### src/rtl/irq_pkg.sv
package irq_pkg;
   localparam int unsigned VEC_W = 8;
   typedef logic [VEC_W-1:0] vec_t;
   // acknowledge window state: armed until one read has been taken
   typedef enum logic {ACKW_ARMED, ACKW_SPENT} ackw_e;
endpackage

### src/rtl/irq_sync.sv
module irq_sync #(
   parameter int STAGES  = 1,
   parameter bit RST_VAL = 1'b1
) (
   input  logic clk,
   input  logic rst_n,
   input  logic d,
   output logic q
);
   generate
      if (STAGES < 1 || STAGES > 4) begin : g_bad
         $error("irq_sync: STAGES must be 1..4");
      end
   endgenerate

   logic [STAGES-1:0] chain;

   generate
      if (STAGES == 1) begin : g_one
         always_ff @(posedge clk or negedge rst_n) begin
            if (!rst_n) chain <= RST_VAL;
            else        chain <= d;
         end
      end else begin : g_many
         always_ff @(posedge clk or negedge rst_n) begin
            if (!rst_n) chain <= {STAGES{RST_VAL}};
            else        chain <= {chain[STAGES-2:0], d};
         end
      end
   endgenerate

   assign q = chain[STAGES-1];
endmodule

### src/rtl/irq_pend.sv
module irq_pend #(
   parameter int NSRC  = 6,
   parameter int PTR_W = 4
) (
   input  logic             clk,
   input  logic             rst_n,
   input  logic [NSRC-1:0]  src,
   input  logic [PTR_W-1:0] ptr,
   output logic [NSRC-1:0]  ip
);
   localparam logic [PTR_W-1:0] PTR_STAT = PTR_W'(2);
   localparam logic [PTR_W-1:0] PTR_VECT = PTR_W'(3);

   generate
      if (PTR_W < 2) begin : g_bad
         $error("irq_pend: PTR_W must be at least 2");
      end
   endgenerate

   logic frozen;
   assign frozen = (ptr == PTR_STAT) || (ptr == PTR_VECT);

   always_ff @(posedge clk or negedge rst_n) begin
      if (!rst_n)       ip <= '0;
      else if (!frozen) ip <= src;
   end

   AST_FREEZE_HOLD: assert property (@(posedge clk) disable iff (!rst_n)
      $past(frozen) |-> (ip == $past(ip)));
endmodule

### src/rtl/irq_pick.sv
module irq_pick #(
   parameter int N = 6
) (
   input  logic [N-1:0] req,
   output logic [N-1:0] first
);
   always_comb begin
      logic seen;
      seen  = 1'b0;
      first = '0;
      for (int i = 0; i < N; i++) begin
         first[i] = req[i] & ~seen;
         seen     = seen | req[i];
      end
   end
endmodule

### src/rtl/irq_chain_responder.sv
module irq_chain_responder
   import irq_pkg::*;
#(
   parameter int   NSRC        = 6,
   parameter int   PTR_W       = 4,
   parameter int   SYNC_STAGES = 1,
   parameter vec_t VEC_BASE    = 8'h40
) (
   input  logic             clk,
   input  logic             rst_n,
   input  logic [NSRC-1:0]  src_lvl,
   input  logic [PTR_W-1:0] reg_ptr,
   input  logic             ack_n,
   input  logic             rd_n,
   input  logic             iei,
   output logic             ieo,
   output logic             int_n,
   input  logic             cmd_rst_ius,
   output logic [7:0]       vec_out,
   output logic             vec_oe
);
   generate
      if (NSRC < 1 || NSRC > 32) begin : g_bad
         $error("irq_chain_responder: NSRC must be 1..32");
      end
   endgenerate

   logic ack_s, rd_s, rd_prev, rd_fall;
   logic [NSRC-1:0] ip, ius, elig, win, ius_top;
   ackw_e ackw;
   logic take;

   irq_sync #(.STAGES(SYNC_STAGES), .RST_VAL(1'b1)) i_sync_ack (
      .clk(clk), .rst_n(rst_n), .d(ack_n), .q(ack_s));
   irq_sync #(.STAGES(SYNC_STAGES), .RST_VAL(1'b1)) i_sync_rd (
      .clk(clk), .rst_n(rst_n), .d(rd_n), .q(rd_s));

   irq_pend #(.NSRC(NSRC), .PTR_W(PTR_W)) i_pend (
      .clk(clk), .rst_n(rst_n), .src(src_lvl), .ptr(reg_ptr), .ip(ip));

   // a source is eligible when nothing of equal or higher priority is in service
   always_comb begin
      logic blk;
      blk  = 1'b0;
      elig = '0;
      for (int i = 0; i < NSRC; i++) begin
         blk     = blk | ius[i];
         elig[i] = ip[i] & ~blk;
      end
   end

   irq_pick #(.N(NSRC)) i_pick_win (.req(elig), .first(win));
   irq_pick #(.N(NSRC)) i_pick_top (.req(ius),  .first(ius_top));

   always_ff @(posedge clk or negedge rst_n) begin
      if (!rst_n) rd_prev <= 1'b1;
      else        rd_prev <= rd_s;
   end
   assign rd_fall = rd_prev & ~rd_s;
   assign take    = rd_fall & ~ack_s & (ackw == ACKW_ARMED);

   always_ff @(posedge clk or negedge rst_n) begin
      if (!rst_n)                   ackw <= ACKW_ARMED;
      else if (take)                ackw <= ACKW_SPENT;
      else if (ack_s && rd_s)       ackw <= ACKW_ARMED;
   end

   always_ff @(posedge clk or negedge rst_n) begin
      if (!rst_n) begin
         ius    <= '0;
         vec_oe <= 1'b0;
      end else begin
         ius <= (ius & ~(cmd_rst_ius ? ius_top : '0)) |
                ((take && iei) ? win : '0);
         if (take && iei && (|elig)) vec_oe <= 1'b1;
         else if (rd_s)              vec_oe <= 1'b0;
      end
   end

   assign int_n   = ~(|elig);
   assign ieo     = iei & ~(|ius) & ~(|elig);
   assign vec_out = vec_oe ? VEC_BASE : 8'h00;

   AST_IUS_NEEDS_IEI: assert property (@(posedge clk) disable iff (!rst_n)
      (|(ius & ~$past(ius))) |-> $past(iei));
   AST_IUS_ONE_NEW: assert property (@(posedge clk) disable iff (!rst_n)
      $countones(ius & ~$past(ius)) <= 1);
   AST_IEO_BLOCKED: assert property (@(posedge clk) disable iff (!rst_n)
      (|ius) |-> !ieo);
   AST_VEC_IN_READ: assert property (@(posedge clk) disable iff (!rst_n)
      vec_oe |-> !$past(rd_s));
   AST_RETIRE_ONE: assert property (@(posedge clk) disable iff (!rst_n)
      $past(cmd_rst_ius) |-> ($countones($past(ius) & ~ius) <= 1));
   AST_RESET_IDLE: assert property (@(posedge clk)
      !rst_n |-> (int_n && !vec_oe));
endmodule

### config.mk
export PLATFORM = sky130hd
export DESIGN_NAME = irq_chain_responder
export DESIGN_NICKNAME = d
export VERILOG_FILES = /design/src/rtl/irq_pkg.sv /design/src/rtl/irq_sync.sv /design/src/rtl/irq_pend.sv /design/src/rtl/irq_pick.sv /design/src/rtl/irq_chain_responder.sv
export SDC_FILE = /design/constraint.sdc
export NUM_CORES = 1
export LEC_CHECK = 0
export BUFFER_PORTS_ARGS = -buffer_cell sky130_fd_sc_hd__buf_2
export CAP_MARGIN = 20
export CORE_MARGIN = 2
export CORE_UTILIZATION = 45
export DETAILED_ROUTE_END_ITERATION = 7
export PLACE_DENSITY = 0.79
export SYNTH_ARGS = -nofsm -noshare
export SYNTH_HDL_FRONTEND = slang
export SYNTH_SLANG_ARGS = --single-unit
### constraint.sdc
create_clock -name clk -period 3 [get_ports clk]
set_clock_uncertainty 0.05 [all_clocks]
set_input_delay 0 -clock clk [delete_from_list [all_inputs] [get_ports clk]]
set_output_delay 0 -clock clk [all_outputs]
set_load 0.005 [all_outputs]
==> results.cfg, run 1 <==
[finish]
nets = 124
num_antenna_cells = 0
area_growth_pct = 26.6
instances_no_fill = 132
layout-drive-gt1-share_pct = 31.8

[floorplanning]
start_util_pct = 48.3
io-pin-count = 27
die_w_microns = 47.0
core_sq_um = 1730
dieHeight_microns = 47.0
die-area_sq_um = 2210
rows = 15

[synthesis]
synth_flop_cell = dfrtp_1
synth_cells = 76
ys_ff_latch = 17
synth_commonest_cells = dfrtp_1 (14), buf_4 (8), nor2_1 (7)
yosysUniqueCellTypes = 29
avgSynthCellArea_sq_um = 11.0
synth_edf_count = 0
syn_area_sq_um = 833
synth.largest_area_cell = dfrtp_1
synth.top_cell.area_share_pct = 42.0
synth_area_leaders = dfrtp_1 (42%), dfstp_2 (9.5%), buf_4 (7.2%)
synth_most_common_cell = dfrtp_1
yosysWarnings = 0
ys_seq_area_share_pct = 51.5
synth-async-reset-ratio_pct = 100

[route]
wirelength_microns = 1690
num_vias = 658
routedWlPerCell_microns = 12.8
drc = 0
ant_nets = 0
routed_via_density = 4.98
first_iter_violations = 10
firstDrtPassIters = 4

[placed_design]
place_hpwl_microns = 1120
dp_cells = 117
gp_congestion = 0.806
port_buffers = 18

[clocking]
postCtsResizedCells = 0
cts_tree = built
cts_max_level = 1
cts_num_sinks = 17
cts_buffers = 3
clock-root-buffer = clkbuf_4
clock_latency_ns = 0.28
cts_buffer_depth = 2
clk_pin_slew_ns = 0.10

[timing]
final_max_slew_viol_count = 0
final_hold_viol_count = 0
period_needed_ns = 2.12
min_period_over_period_pct = 70.7
fmax_mhz = 471
hold_ws_ns = 0.0577
setup_violations = 0
tns_ns = 0
grt_setup_unrepaired = false

[setup_path]
cp_max_fo = 7
cpPeakStageDelay_ns = 0.58
arrival_ns = 2.07
critPathRequiredTime_ns = 2.95
cp-start-kind = flip-flop
worst_path_max_delay_cell = or4_4
path_class = flip-flop to output port
endpoint_kind = output port
worstPathCellList = or4_4, o311a_4, and4b_1, buf_2

[power_and_ir_drop]
comb_power_share_pct = 18.9
peakVddDrop_mv = 0.461
p_int_uw = 342
clkPwrFrac_pct = 25.5
power_density_nw_per_um2 = 443
power_leakage_uw = 0.000495
p_switching_uw = 126
p_seq_share_pct = 55.6
swShare_pct = 26.9

[run]
cap_violations = 0

[global_route]
grt_first_pass_wirelength_microns = 2840
antenna_found_initial = 0
grt_start_max_net_pins = 18
grt_pass1_vias = 632
overflow = 0
track_usage_pct = 19.2

[hold_path]
hold_class = input port to flip-flop

[status]
outcome = completed
-- area by class of cell --
cell class / count / area [sq um]
Clock buffer: 3 / 22.5
Tap cell: 25 / 31.3
Timing Repair Buffer: 29 / 200
Sequential cell: 17 / 429
Fill cell: 131 / 672
Multi-Input combinational cell: 54 / 355
Clock inverter: 1 / 5.00
Inverter: 3 / 11.3
-- layer usage --
layer / part of all wire (%) / vias to the layer above / track usage [%]
met1: 41 / 314 / 23.9
met4: 3.0 / 0 / 7.22
met2: 52 / 26 / 32.9
met3: 3.9 / 4 / 3.85
li1: - / 314 / -
met5: 0 / - / 0
-- state kept, by name, indices dropped and copies added, names as in the netlist --
name / count
i_pend.ip: 6
i_sync_ack.q: 1
ius: 6
i_sync_rd.q: 1
vec_oe: 1
rd_prev: 1
ackw: 1
-- layout by cell type (no fill, tap or decap), drive strengths merged, types with 2 or more instances in the layout --
master | Yosys | layout
nor2b | 4 | 4
buf | 8 | 18
o22ai | 2 | 2
dfstp | 3 | 3
inv | 3 | 3
nor2 | 7 | 7
conb | 1 | 7
dfrtp | 14 | 14
dlygate4sd3 | 0 | 11
nand2 | 5 | 5
o21ai | 5 | 5
nand3 | 3 | 3
mux2 | 6 | 6
clkbuf | 0 | 3
-- path summary, 6_finish.rpt --
kind | cells past startpoint | slack (ns) | endpoint | start
setup / recovery | 4 | 0.88 | ieo | ius[0]$_DFF_PN0_
hold / removal | 3 | 0.06 | i_pend.ip[2]$_DFFE_PN0N_ | reg_ptr[3]
setup reg to reg | 3 | 1.35 | vec_oe$_DFFE_PN0P_ | ius[0]$_DFF_PN0_
hold reg to reg | 0 | 0.34 | rd_prev$_DFF_PN1_ | i_sync_rd.q$_DFF_PN1_
max in group asynchronous | 2 | 2.49 | i_sync_rd.q$_DFF_PN1_ | rst_n
min in group asynchronous | 2 | 0.10 | i_pend.ip[3]$_DFFE_PN0N_ | rst_n
-- stage by stage --
step / instance area, sq um / util, % / power [uW] / setup WS [ns]
floorplan: 856 / - / 320 / 1.42
global placement: 917 / 53.1 / 336 / 1.26
detailed placement: 917 / 53.1 / 340 / 1.25
CTS: 1050 / 61.1 / 466 / 0.924
global route: 1050 / 61.1 / 493 / 0.832
finish: 1050 / 61.1 / 467 / 0.879
-- power groups by stage --
stage	combinational, uW	sequential [uW]	clock [uW]
after global routing	99.3	263	131
after CTS	87.1	260	120
after detailed placement	76.2	264	0
after floorplan	59.0	261	0
after global placement	72.9	263	0
final	88.2	260	119
-- timing repair --
action / in CTS / in global routing
hold buffers: 11 / 0
endpoints found under the hold margin: 30 / 0
buffers inserted: 0 / 0
-- critical path, delay by kind of cell, from the launching register on --
kind                   cells  cell delay, ns
AO/OA/AOI/OAI              1            0.39
buffers and inverters      1            0.14
AND/OR/NAND/NOR            2            0.80
flip-flops                 1            0.46
-- cells by family (layout without fill, tap and decap cells) --
family | after synthesis | count (layout) | share of synthesized area, %
compound gates | 13 | 13 | 12.2
buf+inv | 11 | 36 | 8.56
flops | 17 | 17 | 51.5
mux | 7 | 7 | 9.31
other cells | 1 | 7 | 0.450
simple gates | 27 | 27 | 18.0
Power figures use the tool's default switching activity.
==> run 2, diff against run 1 <==
--- a/config.mk
+++ b/config.mk
@@ -8,7 +8,7 @@
 export BUFFER_PORTS_ARGS = -buffer_cell sky130_fd_sc_hd__buf_2
 export CAP_MARGIN = 20
 export CORE_MARGIN = 2
-export CORE_UTILIZATION = 45
+export CORE_UTILIZATION = 43
 export DETAILED_ROUTE_END_ITERATION = 7
 export PLACE_DENSITY = 0.79
 export SYNTH_ARGS = -nofsm -noshare
==> constraint.sdc (replaced) <==
create_clock -name clk -period 1.75 [get_ports clk]
set_clock_uncertainty 0.05 [all_clocks]
set_input_delay 0 -clock clk [delete_from_list [all_inputs] [get_ports clk]]
set_output_delay 0 -clock clk [all_outputs]
set_load 0.005 [all_outputs]
==> run 2 against run 1 <==
- the run now ends with setup timing left
- wire length is 1.4% lower
- via count is 2.4% higher
- final area is 4.2% higher
- sequential share of layout area is 1.6 points lower
- largest power group unchanged
==> results.cfg, run 2 (synthesis results as in run 1) <==
[status]
outcome = complete, but fails checks
violations = setup timing

[global_route]
grt_pass1_vias = 658
grt_first_pass_wirelength_microns = 2790
grt_start_max_net_pins = 18
overflow = 0
track_usage_pct = 18.5
antenna_found_initial = 0

[floorplanning]
dieHeight_microns = 48.0
start_util_pct = 46.7
core_sq_um = 1780
die-area_sq_um = 2310
io-pin-count = 27
die_w_microns = 48.0
rows = 15

[finish]
biggestRegsByFlops = i_pend.ip: 6 flops, ius: 6 flops
stdcell_area_sq_um = 1100
layout_commonest_cell = buf_2
num_antenna_cells = 0
area_growth_pct = 31.8
fillCellCount = 127
nets = 130
layout-drive-gt1-share_pct = 34.5
register_area_sq_um = 429
multiInputGateArea_sq_um = 355
final_cell_mix = buf_2 (18), dfrtp_1 (14), dlygate4sd3_1 (11)

[timing]
final_hold_viol_count = 0
fmax_mhz = 522
setup_slack_ns = -0.167
final_max_slew_viol_count = 0
tns_ns = -0.269
min_period_over_period_pct = 110
grt_setup_unrepaired = true
period_needed_ns = 1.92
setup_violations = 2

[setup_path]
endpoint_kind = output port
r2r-end = vec_oe$_DFFE_PN0P_
r2r_cells = 4
cp_max_fo = 2
r2r_slack_ns = 0.14
reg2reg_from = ius[0]$_DFF_PN0_
arrival_ns = 1.87
cp-startpoint = ius[0]$_DFF_PN0_
cp-start-kind = flip-flop
critPathRequiredTime_ns = 1.70
endpoint = ieo
path_class = flip-flop to output port

[hold_path]
hold_class = input port to flip-flop

[route]
firstDrtPassIters = 4
first_iter_violations = 15
drc = 0
num_vias = 674
routedWlPerCell_microns = 12.1
wirelength_microns = 1670
ant_nets = 0
routed_via_density = 4.88

[placed_design]
placed_area_sq_um = 925
gp_congestion = 0.792
place_hpwl_microns = 1170
port_buffers = 18

[clocking]
postCtsResizedCells = 0
cts_num_sinks = 17
clk_pin_slew_ns = 0.10
cts_buffer_depth = 2
clock-root-buffer = clkbuf_4
cts_max_level = 1
clock_latency_ns = 0.29
cts_tree = built
cts_buffers = 3

[power_and_ir_drop]
power_leakage_uw = 0.000525
peakVddDrop_mv = 0.552
power_density_nw_per_um2 = 752

[run]
cap_violations = 0
[run 2: changes by cell type in the layout (fill, tap and decap cells not counted)]
cell and delta:
buf_4 +6, clkinv_2 -1, clkbuf_1 +1
[run 2: how the worst min path moves through the flow]
stage,start,endpoint,depth (start not counted)
after floorplan,rst_n,ackw$_DFFE_PN0P_,0
after global placement,rst_n,i_pend.ip[2]$_DFFE_PN0N_,1
after detailed placement,rst_n,i_pend.ip[2]$_DFFE_PN0N_,1
after CTS,reg_ptr[2],i_pend.ip[2]$_DFFE_PN0N_,3
after global routing,reg_ptr[2],i_pend.ip[2]$_DFFE_PN0N_,3
final,reg_ptr[2],i_pend.ip[2]$_DFFE_PN0N_,3
[run 2: final cells by class]
type                    count  share of cell area, %
repair buffers             35                   22.3
well taps                  25                   2.85
flip-flops and latches     17                   39.1
multi-input cells          54                   32.3
clock buffers               4                   2.39
inverters                   3                   1.03
[run 2: layer usage]
layer,share of wire [%],GRT usage [%]
met5,0,0
met4,2.0,9.73
met3,3.6,5.66
met2,52,31.7
met1,43,20.5
[run 2: where the power goes]
group / internal, uW / total (uW) / switching [uW]
logic: 97.7 / 176 / 78.6
clock network: 88.6 / 207 / 118
registers: 421 / 443 / 21.9
total: 607 / 826 / 219
[run 2: through the flow]
step | setup slack (ns) | total power, uW | instances | hold slack, ns | utilization (%)
finish | -0.167 | 826 | 138 | 0.0561 | 61.6
global route | -0.227 | 866 | 138 | 0.0518 | 61.6
CTS | -0.152 | 814 | 136 | 0.0542 | 60.8
detailed placement | 0.0836 | 585 | 118 | -0.114 | 51.9
global placement | 0.0976 | 578 | 118 | -0.121 | 51.9
floorplan | 0.166 | 548 | 82 | -0.346 | -
[run 2: timing repair]
action,CTS,global route
endpoints found under the setup margin,2,2
gates cloned,0,0
buffers inserted,3,2
hold endpoints to repair,31,0
pin swaps,2,1
hold buffers,11,0
[run 2: critical path, stage by stage, from the launching register on]
cell,delay [ns]
dfrtp_1,0.40
or4_4,0.55
o311a_4,0.32
and4b_1,0.19
buf_2,0.13
